--- src/rtl/qdac_pkg.sv ---
package qdac_pkg;
  localparam int NCH    = 4;
  localparam int CODE_W = 12;
  localparam int WORD_W = 16;
  localparam int ADDR_W = $clog2(NCH);
  localparam int BUF_BIT = WORD_W - ADDR_W - 1;
  localparam int CNT_W  = $clog2(WORD_W + 2);

  typedef struct packed {
    logic                buf_sel;
    logic [CODE_W-1:0]   code;
  } chan_reg_t;

  function automatic logic [ADDR_W-1:0] word_chan(input logic [WORD_W-1:0] w);
    return w[WORD_W-1 -: ADDR_W];
  endfunction

  function automatic logic [CODE_W-1:0] word_code(input logic [WORD_W-1:0] w);
    return w[CODE_W-1:0];
  endfunction

  function automatic logic word_buf(input logic [WORD_W-1:0] w);
    return w[BUF_BIT];
  endfunction
endpackage

--- src/rtl/qdac_sync.sv ---
module qdac_sync #(
  parameter int W = 1,
  parameter int STAGES = 2,
  parameter logic [W-1:0] RST_VAL = '0
) (
  input  logic         clk,
  input  logic         rst_n,
  input  logic [W-1:0] d,
  output logic [W-1:0] q
);
  logic [W-1:0] stage [STAGES];

  always_ff @(posedge clk or negedge rst_n) begin
    if (!rst_n) begin
      for (int i = 0; i < STAGES; i++) stage[i] <= RST_VAL;
    end else begin
      stage[0] <= d;
      for (int i = 1; i < STAGES; i++) stage[i] <= stage[i-1];
    end
  end

  assign q = stage[STAGES-1];
endmodule

--- src/rtl/qdac_serial_rx.sv ---
module qdac_serial_rx import qdac_pkg::*; (
  input  logic              clk,
  input  logic              rst_n,
  input  logic              sclk_s,
  input  logic              frame_n_s,
  input  logic              din_s,
  input  logic              chain_en_s,
  output logic [WORD_W-1:0] word,
  output logic              wr_pulse,
  output logic              frame_abort,
  output logic              dout
);
  localparam logic [CNT_W-1:0] FULL  = CNT_W'(WORD_W);
  localparam logic [CNT_W-1:0] LAST  = CNT_W'(WORD_W - 1);
  localparam logic [CNT_W-1:0] SAT   = CNT_W'(WORD_W + 1);

  logic              sclk_d, frame_d;
  logic [CNT_W-1:0]  cnt;
  logic [WORD_W-1:0] shreg;
  logic              done_q;

  // named internal events
  logic fall_evt, rise_evt, frame_end, shift_ok, chain_latch;
  assign fall_evt    = sclk_d & ~sclk_s & ~frame_n_s;
  assign rise_evt    = ~sclk_d & sclk_s;
  assign frame_end   = ~frame_d & frame_n_s;
  assign shift_ok    = chain_en_s | (cnt < FULL);
  assign chain_latch = frame_end & chain_en_s & (cnt >= FULL);
  assign frame_abort = frame_end & (cnt < FULL);
  assign wr_pulse    = done_q | chain_latch;
  assign word        = shreg;

  always_ff @(posedge clk or negedge rst_n) begin
    if (!rst_n) begin
      sclk_d <= 1'b1;
      frame_d <= 1'b1;
      cnt <= '0;
      shreg <= '0;
      done_q <= 1'b0;
      dout <= 1'b0;
    end else begin
      sclk_d  <= sclk_s;
      frame_d <= frame_n_s;
      done_q  <= fall_evt & ~chain_en_s & (cnt == LAST);
      if (frame_n_s) begin
        cnt <= '0;
      end else if (fall_evt && shift_ok) begin
        shreg <= {shreg[WORD_W-2:0], din_s};
        if (cnt != SAT) cnt <= cnt + 1'b1;
      end
      if (!chain_en_s)   dout <= 1'b0;
      else if (rise_evt) dout <= shreg[WORD_W-1];
    end
  end

  p_stop_count_r11: assert property (@(posedge clk) disable iff (!rst_n)
    (fall_evt && !chain_en_s && cnt == FULL) |=> (cnt == FULL));
  p_dout_low_r9: assert property (@(posedge clk) disable iff (!rst_n)
    !chain_en_s |=> !dout);
  p_dout_hold_r8: assert property (@(posedge clk) disable iff (!rst_n)
    (chain_en_s && !rise_evt) |=> $stable(dout));
  p_no_abort_commit_r3: assert property (@(posedge clk) disable iff (!rst_n)
    frame_abort |-> !wr_pulse);
endmodule

--- src/rtl/qdac_regs.sv ---
module qdac_regs import qdac_pkg::*; (
  input  logic                    clk,
  input  logic                    rst_n,
  input  logic                    wr_pulse,
  input  logic [WORD_W-1:0]       word,
  input  logic                    frame_abort,
  input  logic                    ld,
  input  logic                    clr,
  output logic [NCH*CODE_W-1:0]   dac_codes,
  output logic [NCH-1:0]          ref_buf
);
  chan_reg_t [NCH-1:0] inp;
  chan_reg_t [NCH-1:0] dac;
  logic      [NCH-1:0] wr_sel;

  for (genvar i = 0; i < NCH; i++) begin : g_ch
    assign wr_sel[i] = wr_pulse && (word_chan(word) == ADDR_W'(i));

    always_ff @(posedge clk or negedge rst_n) begin
      if (!rst_n)         inp[i] <= '0;
      else if (clr)       inp[i] <= '0;
      else if (wr_sel[i]) inp[i] <= '{buf_sel: word_buf(word), code: word_code(word)};
    end

    always_ff @(posedge clk or negedge rst_n) begin
      if (!rst_n)   dac[i] <= '0;
      else if (clr) dac[i] <= '0;
      else if (ld)  dac[i] <= inp[i];
    end

    assign dac_codes[i*CODE_W +: CODE_W] = dac[i].code;
    assign ref_buf[i] = dac[i].buf_sel;

    p_write_lands_r2: assert property (@(posedge clk) disable iff (!rst_n)
      (wr_sel[i] && !clr) |=> (inp[i].code == $past(word_code(word))));
  end

  p_abort_hold_r3: assert property (@(posedge clk) disable iff (!rst_n)
    (frame_abort && !clr) |=> $stable(inp));
  p_load_copy_r4: assert property (@(posedge clk) disable iff (!rst_n)
    (ld && !clr) |=> (dac == $past(inp)));
  p_no_load_hold_r4: assert property (@(posedge clk) disable iff (!rst_n)
    (!ld && !clr) |=> $stable(dac));
  p_clear_zero_r6: assert property (@(posedge clk) disable iff (!rst_n)
    clr |=> (dac == '0 && inp == '0));
endmodule

--- src/rtl/qdac_front.sv ---
module qdac_front import qdac_pkg::*; #(
  parameter int SYNC_STAGES = 2
) (
  input  logic                  clk,
  input  logic                  rst_n,
  input  logic                  ser_clk,
  input  logic                  frame_n,
  input  logic                  ser_din,
  input  logic                  chain_en,
  input  logic                  load_n,
  input  logic                  clear_n,
  input  logic                  pwrdn_n,
  output logic [NCH*CODE_W-1:0] dac_codes,
  output logic [NCH-1:0]        ref_buf,
  output logic                  powered_down,
  output logic                  ser_dout
);
  localparam int NSIG = 7;
  // order: pwrdn_n, clear_n, load_n, chain_en, din, frame_n, ser_clk
  localparam logic [NSIG-1:0] IDLE = 7'b111_0011;

  logic [NSIG-1:0] raw, syn;
  assign raw = {pwrdn_n, clear_n, load_n, chain_en, ser_din, frame_n, ser_clk};

  qdac_sync #(.W(NSIG), .STAGES(SYNC_STAGES), .RST_VAL(IDLE)) u_sync (
    .clk(clk), .rst_n(rst_n), .d(raw), .q(syn)
  );

  logic pd_s, clr_s, ld_s, chain_s, din_s, frame_s, sclk_s;
  assign {pd_s, clr_s, ld_s, chain_s, din_s, frame_s, sclk_s} = syn;

  logic [WORD_W-1:0] word;
  logic              wr_pulse, frame_abort;

  qdac_serial_rx u_rx (
    .clk(clk), .rst_n(rst_n), .sclk_s(sclk_s), .frame_n_s(frame_s),
    .din_s(din_s), .chain_en_s(chain_s), .word(word), .wr_pulse(wr_pulse),
    .frame_abort(frame_abort), .dout(ser_dout)
  );

  qdac_regs u_regs (
    .clk(clk), .rst_n(rst_n), .wr_pulse(wr_pulse), .word(word),
    .frame_abort(frame_abort), .ld(~ld_s), .clr(~clr_s),
    .dac_codes(dac_codes), .ref_buf(ref_buf)
  );

  assign powered_down = ~pd_s;

  p_pd_follow_r10: assert property (@(posedge clk) disable iff (!rst_n)
    $fell(pd_s) |-> powered_down);
endmodule

--- config.mk ---
export PLATFORM = sky130hd
export DESIGN_NAME = qdac_front
export DESIGN_NICKNAME = d
export VERILOG_FILES = /design/src/rtl/qdac_pkg.sv /design/src/rtl/qdac_sync.sv /design/src/rtl/qdac_serial_rx.sv /design/src/rtl/qdac_regs.sv /design/src/rtl/qdac_front.sv
export SDC_FILE = /design/constraint.sdc
export NUM_CORES = 1
export LEC_CHECK = 0
export BUFFER_PORTS_ARGS = -buffer_cell sky130_fd_sc_hd__buf_4
export CAP_MARGIN = 0
export CORE_UTILIZATION = 60
export CTS_CLUSTER_SIZE = 28
export DETAILED_ROUTE_END_ITERATION = 16
export PLACE_DENSITY = 0.81
export SETUP_SLACK_MARGIN = 0.05
export SLEW_MARGIN = 20
export SYNTH_ARGS = -nofsm -noshare
export SYNTH_HDL_FRONTEND = slang
export SYNTH_SLANG_ARGS = --single-unit
--- constraint.sdc ---
create_clock -name clk -period 3.7 [get_ports clk]
set_input_delay 0 -clock clk [delete_from_list [all_inputs] [get_ports clk]]
set_output_delay 0 -clock clk [all_outputs]
set_load 0.02 [all_outputs]
==> results of run 1 <==
==> routing by layer <==
layer	up-vias	part of all wire, %	GRT usage [%]
met3	6	3.6	5.866
met4	0	0.63	6.912
met1	1797	45	33.86
met5	-	0	0
met2	74	50	37.05
li1	1642	-	-
==> state kept, by name (all words and copies together) (netlist names) <==
name and cells:
u_regs.ref_buf 4, u_regs.inp 52, u_rx.frame_d 1, u_rx.cnt 5, u_sync.stage 7, u_rx.word 16
u_sync.q 7, u_rx.sclk_d 1, u_rx.dout 1, u_regs.dac_codes 48, u_rx.done_q 1
==> critical path, cell delays in order (launching register included) <==
cell     delay [ps]
dfstp_2        1230
buf_4           400
mux2i_1         240
nor2b_1          60
==> final cells by class <==
type | instances | area share [%]
clock inverters | 14 | 1.576
well taps | 129 | 2.284
inverters | 5 | 0.2655
flip-flops and latches | 143 | 50.84
clock buffers | 18 | 5.913
repair buffers | 77 | 8.833
multi-input cells | 273 | 30.29
==> timing repair <==
| item | in CTS | in global routing |
|---|---|---|
| gates resized for setup | 0 | 0 |
| hold buffers | 8 | 1 |
| hold endpoints to repair | 110 | 31 |
==> cell families after synthesis <==
kind of cell             after synthesis  share of synthesized area, %
adder cells (fa/ha/maj)                3                        0.6358
buffers and inverters                 31                         2.882
AO/OA/AOI/OAI                          9                         1.738
flip-flops                           143                         60.86
AND/OR/NAND/NOR                      137                         11.89
multiplexers                         124                         22.00
==> report_power, final <==
| group | switching (W) | internal [W] |
|---|---|---|
| combinational | 0.000108 | 0.0000913 |
| clock | 0.000680 | 0.000832 |
| sequential | 0.0000547 | 0.00162 |
==> worst paths after layout <==
check	slack, ps	end	from
max	1650	u_regs.dac_codes[23]	u_sync.q[4]
min	140	u_sync.stage[7]	ser_clk
max reg2reg	1650	u_regs.dac_codes[23]	u_sync.q[4]
min reg2reg	350	u_sync.q[3]	u_sync.stage[10]
max in group asynchronous	2080	u_sync.q[6]	rst_n
min in group asynchronous	480	u_rx.cnt[3]	rst_n
==> metrics by stage <==
| step | total power [W] | hold WS, ps | instances |
|---|---|---|---|
| 6_report | 0.003385 | 136.4 | 659 |
| 5_1_grt | 0.003501 | 117.1 | 659 |
| 4_1_cts | 0.003402 | 113.3 | 657 |
| 3_5_place_dp | 0.001887 | 109.5 | 617 |
| 3_3_place_gp | 0.001879 | 108.1 | 617 |
| 2_1_floorplan | 0.001800 | -295.6 | 447 |
==> cells in the final DEF, fill, tap and decap left out, types with 2 or more instances in the layout <==
master / netlist / routed
and3_1: 2 / 2
buf_4: 0 / 66
clkbuf_16: 0 / 16
clkinv_4: 0 / 3
clkinvlp_4: 0 / 6
dfrtp_1: 131 / 131
dfstp_2: 12 / 12
dlygate4sd3_1: 0 / 9
ha_1: 3 / 3
inv_1: 5 / 5
inv_6: 0 / 4
mux2_2: 6 / 6
mux2_4: 10 / 10
mux2i_1: 108 / 108
nand2_1: 66 / 66
nand2b_1: 6 / 6
nand3_1: 2 / 2
nor2_1: 2 / 2
nor2b_1: 54 / 54
o21ai_0: 2 / 2
o21ai_4: 3 / 3
==> run_results.csv, run 1 <==
group,metric,value,unit
logic_synthesis,synth_common_cells,"131 x dfrtp_1, 108 x mux2i_1, 66 x nand2_1",
logic_synthesis,yosysTopAreaCell,"dfrtp_1",
sta,fin_crit_sh,55.46,%
finish,fin_util,75.42,%
logic_synthesis,syn_inst,447,
logic_synthesis,synth.yosys.seq_area_share,60.86,%
floorplanning,fp.dieH,101.2,um
placement,hpwl,6.641,mm
pwr,power.density,479.0,nW/um^2
clocking,clockBufferDepth,2,
sta,layout_min_cycle_time,2052,ps
drt,ant_nets,0,
sta,relSlewSlack,30.33,%
clocking,root_buffer,"clkbuf_8",
worst_setup_path,setup.worst_path.end_class,"register",
drt,totalWireLength,11.13,mm
sta,hold_viol,0,
sta,tightestPinTransition,1045,ps
placement,io_buffers,62,
worst_setup_path,start_kind,"register",
finish,multi_input_area,2141,um^2
global_route,grt_pass1_vias,3558,
floorplanning,fp.dieW,101.2,um
sta,tns,0,ps
floorplanning,dieArea,10240,um^2
global_route,grt_antenna_before_repair,0,
logic_synthesis,synth.most_common_cell,"dfrtp_1",
logic_synthesis,ys_types,28,
clocking,clk_pin_slew,70,ps
hold_path,hold_depth,2,
run,cap_violations,0,
drt,avgRoutedWirePerCell,16.89,um
logic_synthesis,ys_seq_elements,143,
logic_synthesis,synth_area,5904,um^2
floorplanning,core-area,9371,um^2
global_route,grt_pass1_wl,18.29,mm
sta,grt_setup_unrepaired,"no",
clocking,cts_post_setup_buffers_inserted,0,
logic_synthesis,avgSynthCellArea,13.21,um^2
worst_setup_path,worst_ep_arrival_time,2450,ps
sta,setup_slack,1648,ps
clocking,htreeDepth,4,
clocking,cts_sinks,143,
global_route,grtUsageTotal,23.85,%
logic_synthesis,synth_edf_count,0,
finish,diodes,0,
logic_synthesis,async_reset_ff_share,100.0,%
outcome,status,"finished, final reports clean",
pwr,ir_worst_vdd,0.0003901,V
drt,routed_via_density,5.340,
logic_synthesis,synth_top_area_share,55.52,%
finish,finalNetCount,529,
placement,place_area,6421,um^2
global_route,grt_max_degree,113,
worst_setup_path,reg2reg_depth,3,
floorplanning,rows,35,
worst_setup_path,worstPathMaxFanout,35,
sta,setup_viol,0,
drt,drt_iter0_markers,188,
worst_setup_path,worstPathRequired,4100,ps
logic_synthesis,yosys_warnings,0,
clocking,cts_buffers,17,
sta,skew,8.200,ps
drt,num_vias,3519,
finish,fillerInstances,623,
sta,fmax,0.4873,GHz
sta,drv_slew,0,
finish,area_growth,19.71,%
drt,drt-pass1-iter-count,4,
global_route,grt_overflow,0,
finish,regArea,3593,um^2
logic_synthesis,syn-num-nets,459,
worst_setup_path,path_class,"reg2reg",
logic_synthesis,synth_area_leaders,"dfrtp_1 56%, mux2i_1 18%, nor2b_1 5.7%",
pwr,total_leakage_power,3.724,nW
placement,pre_cts_ws,1653,ps
finish,drive_gt1_share,25.09,%
floorplanning,initial_core_util,63.00,%
hold_path,worst_hold_path_type,"in2reg",
finish,stdcell_area,7068,um^2
drt,remaining_drc_errors,0,
clocking,cts_tree,"built",
floorplanning,ioPinCount,63,
logic_synthesis,ys.flop_type,"dfrtp_1",
clocking,clk_latency,510,ps
placement,gp_congestion,0.7483,
Power figures use the tool's default switching activity.
==> run 2, diff against run 1 <==
Settings changed: CORE_UTILIZATION 60 to 53, PLACE_DENSITY 0.81 to 0.76.
Clock period 3.7 ns to 1.7 ns, I/O delays scaled along.
==> run 2 against run 1 <==
Net effect:
- the flow now finishes with violations (negative hold slack)
- global-route usage shrank 2.3 points
- power grew 130%
- flip-flop and latch count is the same
- worst hold slack lost 140 ps
- cell area grew 3.3%
==> run_results.csv, run 2 (synthesis gave the netlist of run 1 again) <==
group,metric,value,unit
sta,hold_slack,-6.277,ps
clocking,cts_sinks,143,
finish,diodes,0,
drt,routed_via_density,5.211,
worst_setup_path,cp_cell_sequence,"and4b_2 > o211ai_4 > buf_12 > mux2i_1",
hold_path,worst_hold_path_type,"in2async",
clocking,clk_pin_slew,60,ps
clocking,cts_buffers,17,
worst_setup_path,cp_slowest_stage_delay,610,ps
floorplanning,core-area,10840,um^2
global_route,globalRoute.busiestLayer,"met2",
worst_setup_path,crit_cells,4,
worst_setup_path,worstPathRequired,2090,ps
clocking,root_buffer,"clkbuf_8",
clocking,clockBufferDepth,2,
global_route,grt_pass1_wl,18.57,mm
global_route,grt_overflow,0,
sta,fin_crit_sh,92.74,%
global_route,grt_max_degree,57,
global_route,grtUsageTotal,21.58,%
global_route,grt_antenna_before_repair,0,
clocking,cts_tree,"built",
finish,largest_reg_flops,52,
placement,hpwl,6.997,mm
worst_setup_path,worst_ep_arrival_time,1970,ps
outcome,status,"finished, violations left",
drt,drt_iter0_markers,145,
global_route,grtUsageMet2,33.61,%
finish,most-common-layout-cells,"131 x dfrtp_1, 108 x mux2i_1, 67 x buf_4, 66 x nand2_1, 54 x nor2b_1",
drt,totalWireLength,11.18,mm
placement,place_area,6543,um^2
placement,gp_congestion,0.7588,
floorplanning,fp.dieH,107.6,um
worst_setup_path,start_kind,"register",
sta,skew,7.413,ps
outcome,violations,"negative hold slack",
worst_setup_path,r2r_slack,120,ps
drt,drt-pass1-iter-count,4,
sta,setup_viol,0,
sta,hold_viol,2,
worst_setup_path,critical-path-top-delay-family,"flip-flops",
finish,layout_commonest_cell,"dfrtp_1",
drt,num_vias,3533,
floorplanning,initial_core_util,54.47,%
worst_setup_path,path_class,"reg2reg",
finish,fillerInstances,785,
placement,io_buffers,62,
drt,remaining_drc_errors,0,
floorplanning,fp.dieW,107.6,um
pwr,power.density,1072,nW/um^2
floorplanning,rows,38,
worst_setup_path,worstPathMaxFanout,13,
drt,ant_nets,0,
clocking,htreeDepth,4,
drt,avgRoutedWirePerCell,16.49,um
finish,area_growth,23.61,%
pwr,ir_worst_vdd,0.0006057,V
floorplanning,ioPinCount,63,
pwr,power,0.007825,W
sta,fmax,0.6343,GHz
worst_setup_path,reg2reg_depth,4,
finish,drive_gt1_share,26.02,%
worst_setup_path,setup.worst_path.end_class,"register",
floorplanning,dieArea,11570,um^2
sta,layout_min_cycle_time,1577,ps
sta,grt_setup_unrepaired,"no",
sta,relSlewSlack,65.21,%
global_route,grt_pass1_vias,3673,
clocking,clk_latency,520,ps
worst_setup_path,cp_num_buf_inv,1,
worst_setup_path,crit_slowest_cell,"dfstp_2",
global_route,met1_usage,28.96,%
run,cap_violations,0,
global_route,met3_usage,5.872,%
finish,largest-register,"u_regs.inp",
sta,drv_slew,0,
pwr,total_leakage_power,3.852,nW
sta,tightestPinTransition,521.8,ps
finish,stdcell_area,7298,um^2
finish,finalNetCount,537,
-- run 2: stage by stage --
step / hold WS [ps] / setup WS (ps) / cells / utilization, % / setup TNS, ps
6_report: -6.277 / 123.5 / 678 / 67.32 / 0
5_1_grt: 31.53 / 62.52 / 678 / 67.32 / 0
4_1_cts: 8.368 / 125.3 / 678 / 67.32 / 0
3_5_place_dp: -10.85 / -33.37 / 634 / 60.35 / -108.7
3_3_place_gp: -7.628 / 49.46 / 634 / 60.35 / 0
2_1_floorplan: -295.6 / 201.0 / 447 / - / 0
-- run 2: what timing repair did --
action                                  CTS  global route
endpoints found under the setup margin   52             0
hold buffers                              8             0
endpoints found under the hold margin   140             0
resized for setup                         1             0
setup buffers                             4             0
-- run 2: worst paths after layout --
kind                                 start                 to
hold reg to reg            u_sync.stage[9]        u_sync.q[2]
setup reg to reg               u_sync.q[1]     u_regs.inp[44]
setup / recovery               u_sync.q[1]     u_regs.inp[44]
min in group clk                   clear_n   u_sync.stage[12]
max in group asynchronous            rst_n    u_sync.stage[8]
hold / removal                       rst_n  u_regs.ref_buf[0]
-- run 2: power by group --
| group | switching [W] | internal [W] |
|---|---|---|
| Combinational | 0.000263 | 0.000211 |
| Clock | 0.00136 | 0.00238 |
| Sequential | 0.0000899 | 0.00353 |
| Total | 0.00171 | 0.00611 |
-- run 2: cell type report --
class                      instances  area [um^2]  share of cell area [%]
clock buffer                      21        429.2                   5.880
clock inverter                    11        165.2                   2.263
inverter                           5        18.77                  0.2572
multi-input combinational        273         2142                   29.35
sequential                       143         3593                   49.24
tap                              140        175.2                   2.400
timing repair buffer              85        774.5                   10.61
-- run 2: worst register-to-register path: cells and delay by family (launching register included) --
| family | cells | cell delay (ps) |
|---|---|---|
| flops | 1 | 610 |
| compound gates | 1 | 120 |
| buf+inv | 1 | 170 |
| mux | 1 | 130 |
| simple gates | 1 | 410 |
-- run 2: per-layer routing --
layer,vias up,wire (um)
met2,80,5359
met4,0,193
met5,-,0
li1,1657,-
met1,1778,5137
met3,18,490
